### config.mk
export PLATFORM = sky130hd
export DESIGN_NAME = jmp_eval_unit
export DESIGN_NICKNAME = d
export VERILOG_FILES = /design/src/rtl/jmp_eval_pkg.sv /design/src/rtl/jmp_compare.sv /design/src/rtl/jmp_decode.sv /design/src/rtl/jmp_target.sv /design/src/rtl/jmp_eval_unit.sv
export SDC_FILE = /design/constraint.sdc
export NUM_CORES = 1
export LEC_CHECK = 0
export ABC_AREA = 0
export BUFFER_PORTS_ARGS = -buffer_cell sky130_fd_sc_hd__buf_2
export CORE_AREA = 2 2 124 126
export DETAILED_ROUTE_END_ITERATION = 8
export DIE_AREA = 0 0 126 128
export PLACE_DENSITY = 0.68
export SYNTH_ARGS = -nofsm -noshare
export SYNTH_HDL_FRONTEND = slang
export SYNTH_SLANG_ARGS = --single-unit
### constraint.sdc
create_clock -name clk -period 11.6 [get_ports clk]
set_input_delay 1.16 -clock clk [delete_from_list [all_inputs] [get_ports clk]]
set_output_delay 1.16 -clock clk [all_outputs]
set_load 0.01 [all_outputs]
### src/rtl/jmp_eval_pkg.sv
// Package: shared codes and types for the jump evaluation unit.
// Assumes the class field is opcode[2:0] and the operation field opcode[7:4].
package jmp_eval_pkg;

    localparam logic [2:0] CLS_WIDE   = 3'h5;
    localparam logic [2:0] CLS_NARROW = 3'h6;

    typedef enum logic [3:0] {
        OP_ALWAYS = 4'h0,
        OP_EQ     = 4'h1,
        OP_UGT    = 4'h2,
        OP_UGE    = 4'h3,
        OP_ANY    = 4'h4,
        OP_NE     = 4'h5,
        OP_SGT    = 4'h6,
        OP_SGE    = 4'h7,
        OP_CALL   = 4'h8,
        OP_EXIT   = 4'h9,
        OP_ULT    = 4'ha,
        OP_ULE    = 4'hb,
        OP_SLT    = 4'hc,
        OP_SLE    = 4'hd,
        OP_RSV_E  = 4'he,
        OP_RSV_F  = 4'hf
    } jop_e;

    typedef struct packed {
        logic eq;   // operands equal
        logic ult;  // unsigned lhs < rhs
        logic slt;  // signed lhs < rhs
        logic any;  // bitwise AND nonzero
    } cmp_flags_t;

endpackage

### src/rtl/jmp_compare.sv
// Module: jmp_compare
// Produces the raw relation flags between two W-bit operands.
// Assumes two's complement for the signed relation. Purely combinational.
module jmp_compare #(
    parameter int W = 64
) (
    input  logic [W-1:0]              lhs,
    input  logic [W-1:0]              rhs,
    output jmp_eval_pkg::cmp_flags_t  flags
);
    // Derive equality, both orderings and the bit-test flag.
    always_comb begin
        flags.eq  = (lhs == rhs);
        flags.ult = (lhs < rhs);
        flags.slt = ($signed(lhs) < $signed(rhs));
        flags.any = |(lhs & rhs);
    end
endmodule

### src/rtl/jmp_decode.sv
// Module: jmp_decode
// Splits the opcode into width, operand select and operation.
// Classifies the operation as conditional, unconditional, call, exit or illegal.
// Assumes only the two jump classes are legal. Purely combinational.
module jmp_decode
    import jmp_eval_pkg::*;
(
    input  logic [7:0] opcode,
    output logic       is_wide,
    output logic       use_reg,
    output jop_e       op,
    output logic       is_cond,
    output logic       is_uncond,
    output logic       is_call,
    output logic       is_exit,
    output logic       is_illegal
);
    logic [2:0] cls;
    logic       cls_ok;
    logic       wide_only;

    // Field extraction.
    always_comb begin
        cls     = opcode[2:0];
        op      = jop_e'(opcode[7:4]);
        use_reg = opcode[3];
        is_wide = (cls == CLS_WIDE);
        cls_ok  = (cls == CLS_WIDE) || (cls == CLS_NARROW);
    end

    // Operation classification and legality.
    always_comb begin
        is_cond   = 1'b0;
        wide_only = 1'b0;
        unique case (op)
            OP_ALWAYS, OP_CALL, OP_EXIT:        wide_only = 1'b1;
            OP_RSV_E, OP_RSV_F:                 is_cond   = 1'b0;
            default:                            is_cond   = 1'b1;
        endcase
        is_illegal = !cls_ok || (op == OP_RSV_E) || (op == OP_RSV_F) ||
                     (wide_only && !is_wide);
        is_uncond  = !is_illegal && (op == OP_ALWAYS);
        is_call    = !is_illegal && (op == OP_CALL);
        is_exit    = !is_illegal && (op == OP_EXIT);
    end
endmodule

### src/rtl/jmp_target.sv
// Module: jmp_target
// Forms the fall-through and branch indices and picks one.
// Reports whether the chosen index lies inside a program of 2**IDX_W slots.
// Assumes OFF_W is a signed displacement relative to the following instruction.
module jmp_target #(
    parameter int IDX_W = 12,
    parameter int OFF_W = 16
) (
    input  logic [IDX_W-1:0] cur_idx,
    input  logic [OFF_W-1:0] offset,
    input  logic             take,
    output logic [IDX_W-1:0] cand_idx,
    output logic             in_range
);
    localparam int TW = ((IDX_W > OFF_W) ? IDX_W : OFF_W) + 2;

    logic signed [TW-1:0] idx_ext;
    logic signed [TW-1:0] off_ext;
    logic signed [TW-1:0] seq_idx;
    logic signed [TW-1:0] br_idx;
    logic signed [TW-1:0] pick;

    // Widen the operands, add and select the candidate.
    always_comb begin
        idx_ext  = $signed(TW'(cur_idx));
        off_ext  = TW'($signed(offset));
        seq_idx  = idx_ext + TW'(1);
        br_idx   = seq_idx + off_ext;
        pick     = take ? br_idx : seq_idx;
        cand_idx = pick[IDX_W-1:0];
        in_range = (pick[TW-1:IDX_W] == '0);
    end
endmodule

### src/rtl/jmp_eval_unit.sv
// Module: jmp_eval_unit (top)
// Evaluates one jump-class instruction per cycle and registers the next index,
// the taken flag and the call, exit, illegal and out-of-range indications.
// Assumes a synchronous active-low reset and a one-cycle result latency.
module jmp_eval_unit
    import jmp_eval_pkg::*;
#(
    parameter int DATA_W   = 64,
    parameter int NARROW_W = 32,
    parameter int IMM_W    = 32,
    parameter int IDX_W    = 12,
    parameter int OFF_W    = 16
) (
    input  logic              clk,
    input  logic              rst_n,
    input  logic              in_valid,
    input  logic [7:0]        opcode,
    input  logic [DATA_W-1:0] dst_val,
    input  logic [DATA_W-1:0] src_val,
    input  logic [IMM_W-1:0]  imm,
    input  logic [IDX_W-1:0]  cur_idx,
    input  logic [OFF_W-1:0]  offset,
    output logic              out_valid,
    output logic [IDX_W-1:0]  next_idx,
    output logic              taken,
    output logic              call_req,
    output logic              halt_req,
    output logic              illegal,
    output logic              range_err
);
    localparam int NCMP = 2;

    logic              is_wide, use_reg, is_cond, is_uncond;
    logic              is_call, is_exit, is_illegal;
    jop_e              op;
    logic [DATA_W-1:0] rhs_val;
    cmp_flags_t        flg_w [NCMP];
    cmp_flags_t        flg;
    logic              cond_hit;
    logic              take_req;
    logic [IDX_W-1:0]  cand_idx;
    logic              in_range;

    jmp_decode u_dec (
        .opcode     (opcode),
        .is_wide    (is_wide),
        .use_reg    (use_reg),
        .op         (op),
        .is_cond    (is_cond),
        .is_uncond  (is_uncond),
        .is_call    (is_call),
        .is_exit    (is_exit),
        .is_illegal (is_illegal)
    );

    // Second operand: source register or sign-extended immediate.
    always_comb begin
        rhs_val = use_reg ? src_val
                          : {{(DATA_W-IMM_W){imm[IMM_W-1]}}, imm};
    end

    // One comparator per supported width; index 0 is full, 1 is narrow.
    for (genvar g = 0; g < NCMP; g++) begin : g_cmp
        localparam int CW = (g == 0) ? DATA_W : NARROW_W;
        jmp_compare #(.W(CW)) u_cmp (
            .lhs   (dst_val[CW-1:0]),
            .rhs   (rhs_val[CW-1:0]),
            .flags (flg_w[g])
        );
    end

    // Width select and condition evaluation.
    always_comb begin
        flg = is_wide ? flg_w[0] : flg_w[1];
        unique case (op)
            OP_EQ:   cond_hit = flg.eq;
            OP_NE:   cond_hit = !flg.eq;
            OP_UGT:  cond_hit = !flg.ult && !flg.eq;
            OP_UGE:  cond_hit = !flg.ult;
            OP_ULT:  cond_hit = flg.ult;
            OP_ULE:  cond_hit = flg.ult || flg.eq;
            OP_SGT:  cond_hit = !flg.slt && !flg.eq;
            OP_SGE:  cond_hit = !flg.slt;
            OP_SLT:  cond_hit = flg.slt;
            OP_SLE:  cond_hit = flg.slt || flg.eq;
            OP_ANY:  cond_hit = flg.any;
            default: cond_hit = 1'b0;
        endcase
        take_req = !is_illegal && (is_uncond || (is_cond && cond_hit));
    end

    jmp_target #(.IDX_W(IDX_W), .OFF_W(OFF_W)) u_tgt (
        .cur_idx  (cur_idx),
        .offset   (offset),
        .take     (take_req),
        .cand_idx (cand_idx),
        .in_range (in_range)
    );

    // Result register: resolve priority illegal > exit > range > normal.
    always_ff @(posedge clk) begin
        if (!rst_n || !in_valid) begin
            out_valid <= 1'b0;
            next_idx  <= '0;
            taken     <= 1'b0;
            call_req  <= 1'b0;
            halt_req  <= 1'b0;
            illegal   <= 1'b0;
            range_err <= 1'b0;
        end else begin
            out_valid <= 1'b1;
            taken     <= 1'b0;
            call_req  <= 1'b0;
            halt_req  <= 1'b0;
            illegal   <= 1'b0;
            range_err <= 1'b0;
            if (is_illegal) begin
                illegal  <= 1'b1;
                next_idx <= cur_idx + IDX_W'(1);
            end else if (is_exit) begin
                halt_req <= 1'b1;
                next_idx <= cur_idx;
            end else if (!in_range) begin
                range_err <= 1'b1;
                next_idx  <= cur_idx;
            end else begin
                next_idx <= cand_idx;
                taken    <= take_req;
                call_req <= is_call;
            end
        end
    end
endmodule

# Word-level counts from Yosys, hierarchy flattened
# Index checks and enable logic that the tools add are counted.
# classes
add_sub_neg,3
order_cmp,4
eq_ne,19
n_mux,13
n_bitwise,3
reduce_logical,33
# ops
operator,n
$lt A64 B64 Y1,2
$and A64 B64 Y64,1
$eq A64 B64 Y1,1
$lt A32 B32 Y1,2
$mux W64,1
$reduce_or A64 Y1,1
$mux W12,3
$and A32 B32 Y32,1
$eq A32 B32 Y1,1
$eq A4 B4 Y1 const B,8
$reduce_or A32 Y1,1
$mux W18,1
$add A14 B16 Y17,1
$eq A4 B3 Y1 const B,4
$add A12 B1 Y13 const B,1
$add A12 B1 Y12 const B,1
$pmux W1 S11,1
$eq A4 B2 Y1 const B,2
$logic_and A1 B1 Y1,8
$logic_not A1 Y1,8
$logic_or A1 B1 Y1,8
$eq A3 B3 Y1 const B,2
$logic_not A6 Y1,1
$mux W1,6
other kinds (8),9
# totals
register_bits,18
inputBits,199
out_inout_bits,18
wordCells,82

# Longest topological paths before layout
# Gate-level depths: netlist of run 1.
# logic_depth
depth_word,15
depth_mapped,18
mapped_depth_nobuf,18

# Modules after synthesis
# From an unflattened synthesis of run 1, not the netlist that was laid out.
# unflattened
hier_cells,908
area_unflattened_um2,6989.2
# by_module_without_submodules
module,instances,cells_per_inst,area_per_inst_um2,seq_area_each_um2
jmp_compare (g_cmp[0].u_cmp),1,322,2626.3,0.0
jmp_eval_unit,1,241,1794.2,360.3
jmp_compare (g_cmp[1].u_cmp),1,163,1335.0,0.0
jmp_target,1,162,1094.8,0.0
jmp_decode,1,20,138.9,0.0

# Worst setup path before layout of run 1
# OpenSTA, ideal clock, no wires.
# synth_timing
path_kind,input port to flip-flop
start,input port opcode[3]
end,register next_idx[9]
setup_ns,0.059
arrival_ns,5.126
t_required_ns,11.541
slack_ns,6.414
cell_stages,15
n_path_buf,2
cell_sequence,clkbuf_1 clkbuf_1 mux2i_1 ha_1 a211oi_2 o21bai_1 a221o_1 a2111oi_4 a21oi_2 o41ai_4 o21ai_2 a311o_4 o21a_4 a2111oi_4 a221o_1
# synth_via
elab_chain_len,14
word_cells_on_any_way,28
classes_between,4 x order compare; 2 x eq/ne; 7 x mux; 2 x bitwise; 13 x reduce/logical
# synth_lines
element,line,rtl
from (decl),jmp_eval_unit.sv:17,"input logic [7:0] opcode,"
$mux W64 *,jmp_eval_unit.sv:58,rhs_val = use_reg ? src_val
"$lt A64 B64 Y1, or another cell as far along",jmp_compare.sv:15,flags.slt = ($signed(lhs) < $signed(rhs));
$mux W4 *,jmp_eval_unit.sv:74,flg = is_wide ? flg_w[0] : flg_w[1];
$logic_not A1 Y1 (on tied branches),-,
$logic_and A1 B1 Y1 (on tied branches),"jmp_eval_unit.sv:82, jmp_eval_unit.sv:78",
$pmux W1 S11 *,jmp_eval_unit.sv:75,unique case (op)
$logic_and A1 B1 Y1 *,jmp_eval_unit.sv:89,take_req = !is_illegal && (is_uncond || (is_cond && cond_hit));
$logic_or A1 B1 Y1 *,jmp_eval_unit.sv:89,
$logic_and A1 B1 Y1 *,jmp_eval_unit.sv:89,
$mux W18 *,jmp_target.sv:29,pick = take ? br_idx : seq_idx;
$logic_not A6 Y1,jmp_target.sv:31,in_range = (pick[TW-1:IDX_W] == '0);
$mux W12 *,jmp_eval_unit.sv:123,end else if (!in_range) begin
$mux W12 *,jmp_eval_unit.sv:120,end else if (is_exit) begin
$mux W12 *,jmp_eval_unit.sv:117,if (is_illegal) begin
to (signal assigned),jmp_eval_unit.sv:119,next_idx <= cur_idx + IDX_W'(1);
to (signal assigned),jmp_eval_unit.sv:122,next_idx <= cur_idx;
to (signal assigned),jmp_eval_unit.sv:125,next_idx <= cur_idx;
to (decl),jmp_eval_unit.sv:24,"output logic [IDX_W-1:0] next_idx,"
# Every way passes the cells marked *; elsewhere a longest branch is shown, timed or not.
# A chain may end at the register's enable or synchronous reset.

# Final worst setup path of run 1
# layout_timing
start,input port opcode[3]
end,register next_idx[6]
# The elaborated chain is that of the path after synthesis.

==> results.yml, run 1 <==
place:
  globalplace.congestion: 0.8698
  port_buffers: 216
  hpwl_um: 12750
logic_synthesis:
  synth_seq_area_share_pct: 7.102
  synthFlopType: "dfxtp_1"
  ys.warnings.count: 0
  postSynthAreaPerCell_sq_um: 7.928
  synth.largest_area_cell: "ha_1"
  yosysUniqueCellTypes: 67
  synth.area.top_cells: "ha_1, dfxtp_1, mux2i_1, a21oi_1, inv_1"
  synth_top_area_share_pct: 35.02
  synthCells: 640
  syn-num-nets: 982
  synth-edff-count: 0
  netlist_area_sq_um: 5074
  synth.most_common_cell: "ha_1"
  ys_ff_latch: 18
  synthTopCellsByCount: "ha_1, inv_1, a21oi_1"
  ys_async_sr_fraction_pct: 0
die:
  core_area_sq_um: 14860
  dieWidth_um: 126
  start_util_pct: 34.13
  io_pins: 217
  rows: 45
  dieHeight_um: 128
  dieArea_sq_um: 16130
clocking:
  clock-sinks: 18
  h-tree-depth: 1
  cts_root_buf: "clkbuf_16"
  path_clk_slew_ns: 0.05
  hold_buffers: 0
  cts_tree: "built"
  cts_setup_buffers: 0
  cts_made_buffers: 3
  max-clock-path-buffers: 2
  cts_resized: 0
final_layout:
  area_delta_synth_final_pct: 26.61
  final_nets: 1188
  n_fill_cell: 1589
  drive_gt1_share_pct: 29.62
run:
  drv_cap: 0
setup_path:
  cp_max_fo: 65
  required_ns: 11.76
  cp_slowest_cell: "or4_4"
  worstSetupPathType: "input pin to register"
  crit_top_cell: "buf_4"
  cp_top_family: "simple AND/OR/NAND/NOR gates"
  cp.buffers_inverters: 4
  crit_chain: "buf_2, buf_4, nor2b_2, buf_4, a21oi_1, ha_1, nand4_1, nor2_1, nand3_1, a31o_1, a21oi_2, o41ai_4, or4_4, a31oi_1, buf_4, nor3b_1, a211oi_1, nor4_2"
  slowest_delay_ns: 0.56
  critPathArrivalTime_ns: 5.84
  start_kind: "input pin"
  cp-end-kind: "register"
grt:
  grt_max_degree: 66
  grt_pass1_vias: 5203
  grt_usage_pct: 17.22
  grt_pass1_wl_um: 23620
  antenna_found_initial: 1
  grt_overflow: 0
sta:
  hold_viol_final: 0
  fin_crit_sh_pct: 49.01
  rsz0062_at_grt: "false"
  slew_violations: 0
  timing.fmax_ghz: 0.1759
  tns_ns: 0
  setup_viol: 0
  relSlewSlack_pct: 41.41
  finalCriticalPeriod_ns: 5.685
  tightest_slew_ns: 0.8708
detailed_routing:
  dr.pass1.iters: 4
  drt_iter0_markers: 140
  wl_um: 14390
  route.vias.total: 5286
  via_per_inst: 5.117
  final_antenna_net_count: 0
  drcViolationCount: 0
  wl_per_cell_um: 13.93
run_status:
  status: "complete, no violations"
power:
  p_leak_uw: 0.003508
  power_uw: 348.1
  ir_worst_vdd_mv: 0.04027
  p_per_area_nw_per_um2: 54.19
worst_hold_path:
  min_path_type: "input pin to register"
## worst paths after layout
| kind | start | slack (ns) | cells past startpoint | to |
|---|---|---|---|---|
| worst max-delay path | opcode[3] | 5.92 | 18 | next_idx[6] |
| worst min-delay path | cur_idx[4] | 1.16 | 2 | next_idx[4] |
## metal layers
metal  vias to the layer above  global-route usage [%]  routed length [um]
li1                       2728                       -                   -
met1                      2384                   22.26                6450
met2                       159                   30.87                6810
met3                        15                   2.379                 947
met4                         0                   3.038                 177
met5                         -                       0                   0
## power breakdown
part | total [uW] | switching [uW] | internal [uW]
sequential | 65.6 | 1.00 | 64.6
combinational | 214 | 116 | 97.6
clock | 68.6 | 23.2 | 45.4
total | 348 | 141 | 208
## through the flow
step           worst slack [ns]  hold slack, ns  utilization (%)  instance area (sq um)  instances
5_1_grt                   5.439           1.186            43.20                   6421       1032
2_1_floorplan             6.414           1.260                -                   5074        640
3_3_place_gp              5.675           1.417            42.69                   6346       1029
6_report                  5.915           1.161            43.22                   6424       1033
3_5_place_dp              5.623           1.414            42.69                   6346       1029
4_1_cts                   5.829           1.160            43.20                   6421       1032
## logic make-up (layout without fill, tap and decap cells)
family / count (synthesis) / in the layout / share of synthesized area, %
xor+xnor: 18 / 18 / 3.107
simple gates: 166 / 166 / 17.58
buf+inv: 94 / 298 / 6.979
compound gates: 165 / 165 / 22.66
mux: 36 / 36 / 7.152
other cells: 0 / 1 / 0
flops: 18 / 18 / 7.102
fa+ha+maj: 143 / 143 / 35.41
## state kept, by name, indices dropped and copies added, names as in the netlist
register / flops
next_idx: 12
call_req: 1
range_err: 1
halt_req: 1
taken: 1
illegal: 1
out_valid: 1
## layout make-up
class,instances,area (sq um),share of cell area [%]
well taps,188,235.2,3.662
flip-flops and latches,18,360.3,5.610
inverters,76,285.3,4.441
clock buffers,3,75.07,1.169
diodes,1,2.502,0.03896
repair buffers,219,1104,17.18
multi-input cells,528,4362,67.90
## layout by cell type (no fill, tap or decap), types with 10 or more instances in the layout
cell type    n
nand4_1     16
and3_1      10
inv_1       76
a211oi_1    10
nor2_1      25
o21ai_0     20
dfxtp_1     18
nor4_1      19
buf_2      216
mux2i_1     34
nand2_1     38
ha_1       142
nand3_1     13
a21oi_1     66
No activity file was read; power rests on OpenSTA's default activity.
==> inputs of run 2 (changes only) <==
--- a/config.mk
+++ b/config.mk
@@ -10,7 +10,7 @@
 export CORE_AREA = 2 2 124 126
 export DETAILED_ROUTE_END_ITERATION = 8
 export DIE_AREA = 0 0 126 128
-export PLACE_DENSITY = 0.68
+export PLACE_DENSITY = 0.7
 export SYNTH_ARGS = -nofsm -noshare
 export SYNTH_HDL_FRONTEND = slang
 export SYNTH_SLANG_ARGS = --single-unit
==> constraint.sdc (replaced) <==
create_clock -name clk -period 5 [get_ports clk]
set_input_delay 0.5 -clock clk [delete_from_list [all_inputs] [get_ports clk]]
set_output_delay 0.5 -clock clk [all_outputs]
set_load 0.01 [all_outputs]
==> run 2 against run 1 <==
Flip-flop and latch count is the same. First-iteration DRC count grew 69%. Non-clock buffer count grew 5. Clock power grew to 2.6 times the previous value. Combinational power grew 140%. Worst setup slack lost 5.3 ns. Utilization grew 0.45 points. Critical path type unchanged. Largest cell class unchanged.
==> results.yml, run 2 (synthesis results as in run 1) <==
grt:
  grt_pass1_wl_um: 23270
  grt_usage_pct: 17.23
  antenna_found_initial: 2
  grt_max_degree: 23
  grt_overflow: 0
  grt_pass1_vias: 5038
sta:
  timing.fmax_ghz: 0.2279
  setup_viol: 0
  rsz0062_at_grt: "false"
  tns_ns: 0
  relSlewSlack_pct: 42.00
  tightest_slew_ns: 0.8661
  holdWs_ns: 0.4990
  finalCriticalPeriod_ns: 4.388
  fin_crit_sh_pct: 87.75
  slew_violations: 0
  fin_ws_ns: 0.6123
  hold_viol_final: 0
place:
  hpwl_um: 13070
  port_buffers: 216
  globalplace.congestion: 0.8661
  pre_cts_slack_ns: 0.3332
detailed_routing:
  final_antenna_net_count: 0
  drcViolationCount: 0
  wl_um: 14670
  dr.pass1.iters: 4
  drt_iter0_markers: 237
  via_per_inst: 5.110
  route.vias.total: 5314
  wl_per_cell_um: 14.10
die:
  dieHeight_um: 128
  core_area_sq_um: 14860
  dieWidth_um: 126
  io_pins: 217
  rows: 45
  dieArea_sq_um: 16130
  start_util_pct: 34.13
clocking:
  clock-sinks: 18
  cts_setup_buffers: 0
  h-tree-depth: 1
  cts_made_buffers: 3
  cts_root_buf: "clkbuf_16"
  path_clk_slew_ns: 0.05
  max-clock-path-buffers: 2
  hold_buffers: 0
  cts_tree: "built"
  cts_resized: 0
power:
  p_leak_uw: 0.003543
  p_per_area_nw_per_um2: 128.7
  ir_worst_vdd_mv: 0.09825
final_layout:
  largest_reg_flops: 12
  area_delta_synth_final_pct: 27.92
  mostFrequentLayoutCell: "buf_2"
  n_fill_cell: 1554
  final_cell_mix: "buf_2, ha_1, inv_1, a21oi_1, nand2_1"
  regMostFlops: "next_idx"
  drive_gt1_share_pct: 30.12
  final_nets: 1193
run:
  drv_cap: 0
setup_path:
  crit_path_start: "opcode[3]"
  slowest_delay_ns: 0.56
  cp_top_family: "simple AND/OR/NAND/NOR gates"
  critPathArrivalTime_ns: 4.56
  start_kind: "input pin"
  cp.buffers_inverters: 2
  cp_slowest_cell: "or4_4"
  crit_chain: "buf_2, buf_4, mux2i_1, ha_1, nand4_1, nor4_1, o21ai_1, a31o_1, a21oi_2, o41ai_4, or4_4, a31oi_1, nor3b_1, a211oi_1, nor4_2"
  cp_max_fo: 17
  cp-end-kind: "register"
  worstSetupPathType: "input pin to register"
  required_ns: 5.17
  cp.depth: 15
  crit_end: "next_idx[6]"
run_status:
  status: "complete, no violations"
worst_hold_path:
  min_path_type: "input pin to register"
==> run 2: cell types whose count changed in the layout (fill, tap and decap cells not counted), sizes merged <==
cell / change
buf: +5
diode: +1
clkbuf: +1
==> run 2: through the flow <==
step	power, uW	util (%)	cell area [sq um]	instances
after floorplan	472.2	-	5074	640
after global placement	652.3	43.03	6396	1034
after detailed placement	658.3	43.03	6396	1034
after CTS	838.9	43.63	6485	1038
after global routing	913.3	43.64	6487	1039
final	835.0	43.66	6490	1040
==> run 2: worst min path at each step <==
stage,from,end,cells past startpoint
floorplan,cur_idx[0],next_idx[0],1
global placement,cur_idx[4],next_idx[4],2
detailed placement,cur_idx[4],next_idx[4],2
CTS,cur_idx[4],next_idx[4],2
global route,cur_idx[4],next_idx[4],2
finish,cur_idx[4],next_idx[4],2
==> run 2: final cells by class <==
type | count | area [sq um] | share of cell area, %
clock buffers | 4 | 88.84 | 1.369
multi-input cells | 528 | 4362 | 67.21
repair buffers | 224 | 1154 | 17.78
flip-flops and latches | 18 | 360.3 | 5.552
diodes | 2 | 5.005 | 0.07712
inverters | 76 | 285.3 | 4.396
well taps | 188 | 235.2 | 3.624
==> run 2: routing by layer <==
metal / share of wire [%] / vias to the layer above / GRT usage (%)
met5: 0 / - / 0
met4: 1.5 / 0 / 3.685
met3: 5.9 / 22 / 2.254
met2: 46 / 159 / 30.23
met1: 46 / 2378 / 22.62
li1: - / 2755 / -
==> run 2: power by group <==
| part | internal, uW | switching, uW |
|---|---|---|
| registers | 150 | 2.45 |
| logic | 230 | 273 |
| clock network | 122 | 57.5 |
==> inputs of run 3 (changes only) <==
--- a/config.mk
+++ b/config.mk
@@ -7,10 +7,10 @@
 export LEC_CHECK = 0
 export ABC_AREA = 0
 export BUFFER_PORTS_ARGS = -buffer_cell sky130_fd_sc_hd__buf_2
-export CORE_AREA = 2 2 124 126
+export CORE_AREA = 2 2 110 112
 export DETAILED_ROUTE_END_ITERATION = 8
-export DIE_AREA = 0 0 126 128
-export PLACE_DENSITY = 0.7
+export DIE_AREA = 0 0 112 114
+export PLACE_DENSITY = 0.84
 export SYNTH_ARGS = -nofsm -noshare
 export SYNTH_HDL_FRONTEND = slang
 export SYNTH_SLANG_ARGS = --single-unit
==> run 3 against run 2 <==
Global-route usage is 4.2 points higher. Clock power hardly changed. Total power is 0.17% lower. Hold slack worse by 0.0098 ns. First-iteration DRC count is 51% higher. Non-clock buffer count is 5 lower. Routed wire length is 1.8% lower. Utilization is 11 points higher. Final area is 1.4% lower. Sequential power hardly changed. Sequential share of layout area is 0.079 points higher. Final cell count is 4.5% lower.
==> results.yml, run 3 (synthesis results as in run 1) <==
run_status:
  status: "complete, no violations"
sta:
  rsz0062_at_grt: "false"
  holdWs_ns: 0.4892
  tns_ns: 0
  fin_crit_sh_pct: 87.19
  timing.fmax_ghz: 0.2294
  tightest_slew_ns: 0.9430
  slew_violations: 0
  relSlewSlack_pct: 36.86
  hold_viol_final: 0
  setup_viol: 0
  finalCriticalPeriod_ns: 4.359
place:
  port_buffers: 216
  hpwl_um: 12540
  globalplace.congestion: 0.9287
  place_inst: 988
  dpl-instance-area_sq_um: 6307
final_layout:
  final_cell_mix: "buf_2, ha_1, inv_1, a21oi_1, nand2_1"
  final_util_pct: 54.64
  mostFrequentLayoutCell: "buf_2"
  regMostFlops: "next_idx"
  final_area_sq_um: 6399
  largest_reg_flops: 12
  area_delta_synth_final_pct: 26.12
  layoutNonFillerInstCount: 993
  multi_input_area_sq_um: 4362
  seq_area_sq_um: 360.3
  final_nets: 1188
  n_fill_cell: 1115
  drive_gt1_share_pct: 29.70
run:
  drv_cap: 0
clocking:
  max-clock-path-buffers: 2
  path_clk_slew_ns: 0.05
  h-tree-depth: 1
  cts_setup_buffers: 0
  clock-sinks: 18
  cts_root_buf: "clkbuf_16"
  cts_tree: "built"
  cts_made_buffers: 3
  hold_buffers: 0
  cts_resized: 0
detailed_routing:
  wl_per_cell_um: 14.51
  drcViolationCount: 0
  final_antenna_net_count: 0
  met1_length_um: 6301
  route.vias.total: 5431
  dr.pass1.iters: 5
  drt_iter0_markers: 359
  wl_met3_um: 926
  wl_um: 14410
  top_layer_used: "met4"
  wl_met2_um: 6845
  via_per_inst: 5.469
setup_path:
  critPathArrivalTime_ns: 4.52
  cp.depth: 16
  crit_top_cell: "a211oi_1"
  start_kind: "input pin"
  cp_max_fo: 33
  cp-end-kind: "register"
  slowest_delay_ns: 0.53
  cp.buffers_inverters: 2
  worstSetupPathType: "input pin to register"
  required_ns: 5.16
  crit_chain: "buf_2, nor2b_2, buf_4, a21oi_1, ha_1, nand4_1, nor4_1, a21boi_1, or3_1, o211ai_1, a211oi_1, nor3_2, nand3_2, o31ai_2, a211oi_1, nor4_2"
  cp_top_family: "simple AND/OR/NAND/NOR gates"
  cp_slowest_cell: "nor4_1"
worst_hold_path:
  min_path_cells: 2
  min_to: "next_idx[4]"
  min_path_type: "input pin to register"
  hp-start: "cur_idx[4]"
die:
  dieWidth_um: 112
  io_pins: 217
  rows: 40
  dieArea_sq_um: 12770
  start_util_pct: 43.32
  dieHeight_um: 114
  core_area_sq_um: 11710
power:
  switching_share_pct: 40.03
  p_leak_uw: 0.003520
  p_seq_share_pct: 18.3
  switchingPower_uw: 333.7
  p_per_area_nw_per_um2: 130.3
  p_int_uw: 499.9
  ir_worst_vdd_mv: 0.09724
  clock_power_share_pct: 21.8
  power_frac_comb_pct: 59.9
grt:
  grt_overflow: 0
  antenna_found_initial: 1
  grt_pass1_vias: 5314
  grt_pass1_wl_um: 23230
  grt_max_degree: 65
  grt_usage_pct: 21.43
run 3: changes by cell type in the layout (fill, tap and decap cells not counted):
cell | previous run | this run
buf_4 | 7 | 2
diode_2 | 2 | 1
run 3: through the flow:
step | setup WS, ns | power, uW
finish | 0.6406 | 833.6
global route | 0.3687 | 907.5
floorplan | 0.4743 | 472.2
global placement | 0.5982 | 638.9
CTS | 0.6682 | 833.9
detailed placement | 0.4371 | 653.2
run 3: layout make-up:
| class | instances | area share (%) |
|---|---|---|
| diodes | 1 | 0.03911 |
| repair buffers | 219 | 17.44 |
| multi-input cells | 528 | 68.17 |
| flip-flops and latches | 18 | 5.632 |
| clock buffers | 4 | 1.388 |
| inverters | 76 | 4.458 |
| well taps | 147 | 2.874 |
run 3: worst max-delay path by stage:
stage / startpoint / end / slack [ns]
finish: opcode[3] / next_idx[6] / 0.64
global route: opcode[3] / next_idx[6] / 0.37
CTS: opcode[3] / next_idx[6] / 0.67
detailed placement: opcode[3] / next_idx[6] / 0.44
global placement: opcode[3] / next_idx[6] / 0.60
floorplan: opcode[3] / next_idx[9] / 0.47
run 3: power by group through the flow:
stage                     registers, uW  clock network (uW)  logic (uW)
after floorplan                     158                   0         314
after global placement              156                   0         483
after detailed placement            155                   0         498
after CTS                           152                 181         501
after global routing                153                 186         569
final                               152                 182         499
run 3: routing by layer:
| metal | track usage [%] | vias to the layer above |
|---|---|---|
| li1 | - | 2732 |
| met1 | 26.43 | 2469 |
| met2 | 39.43 | 199 |
| met3 | 2.710 | 31 |
| met4 | 5.691 | 0 |
| met5 | 0 | - |
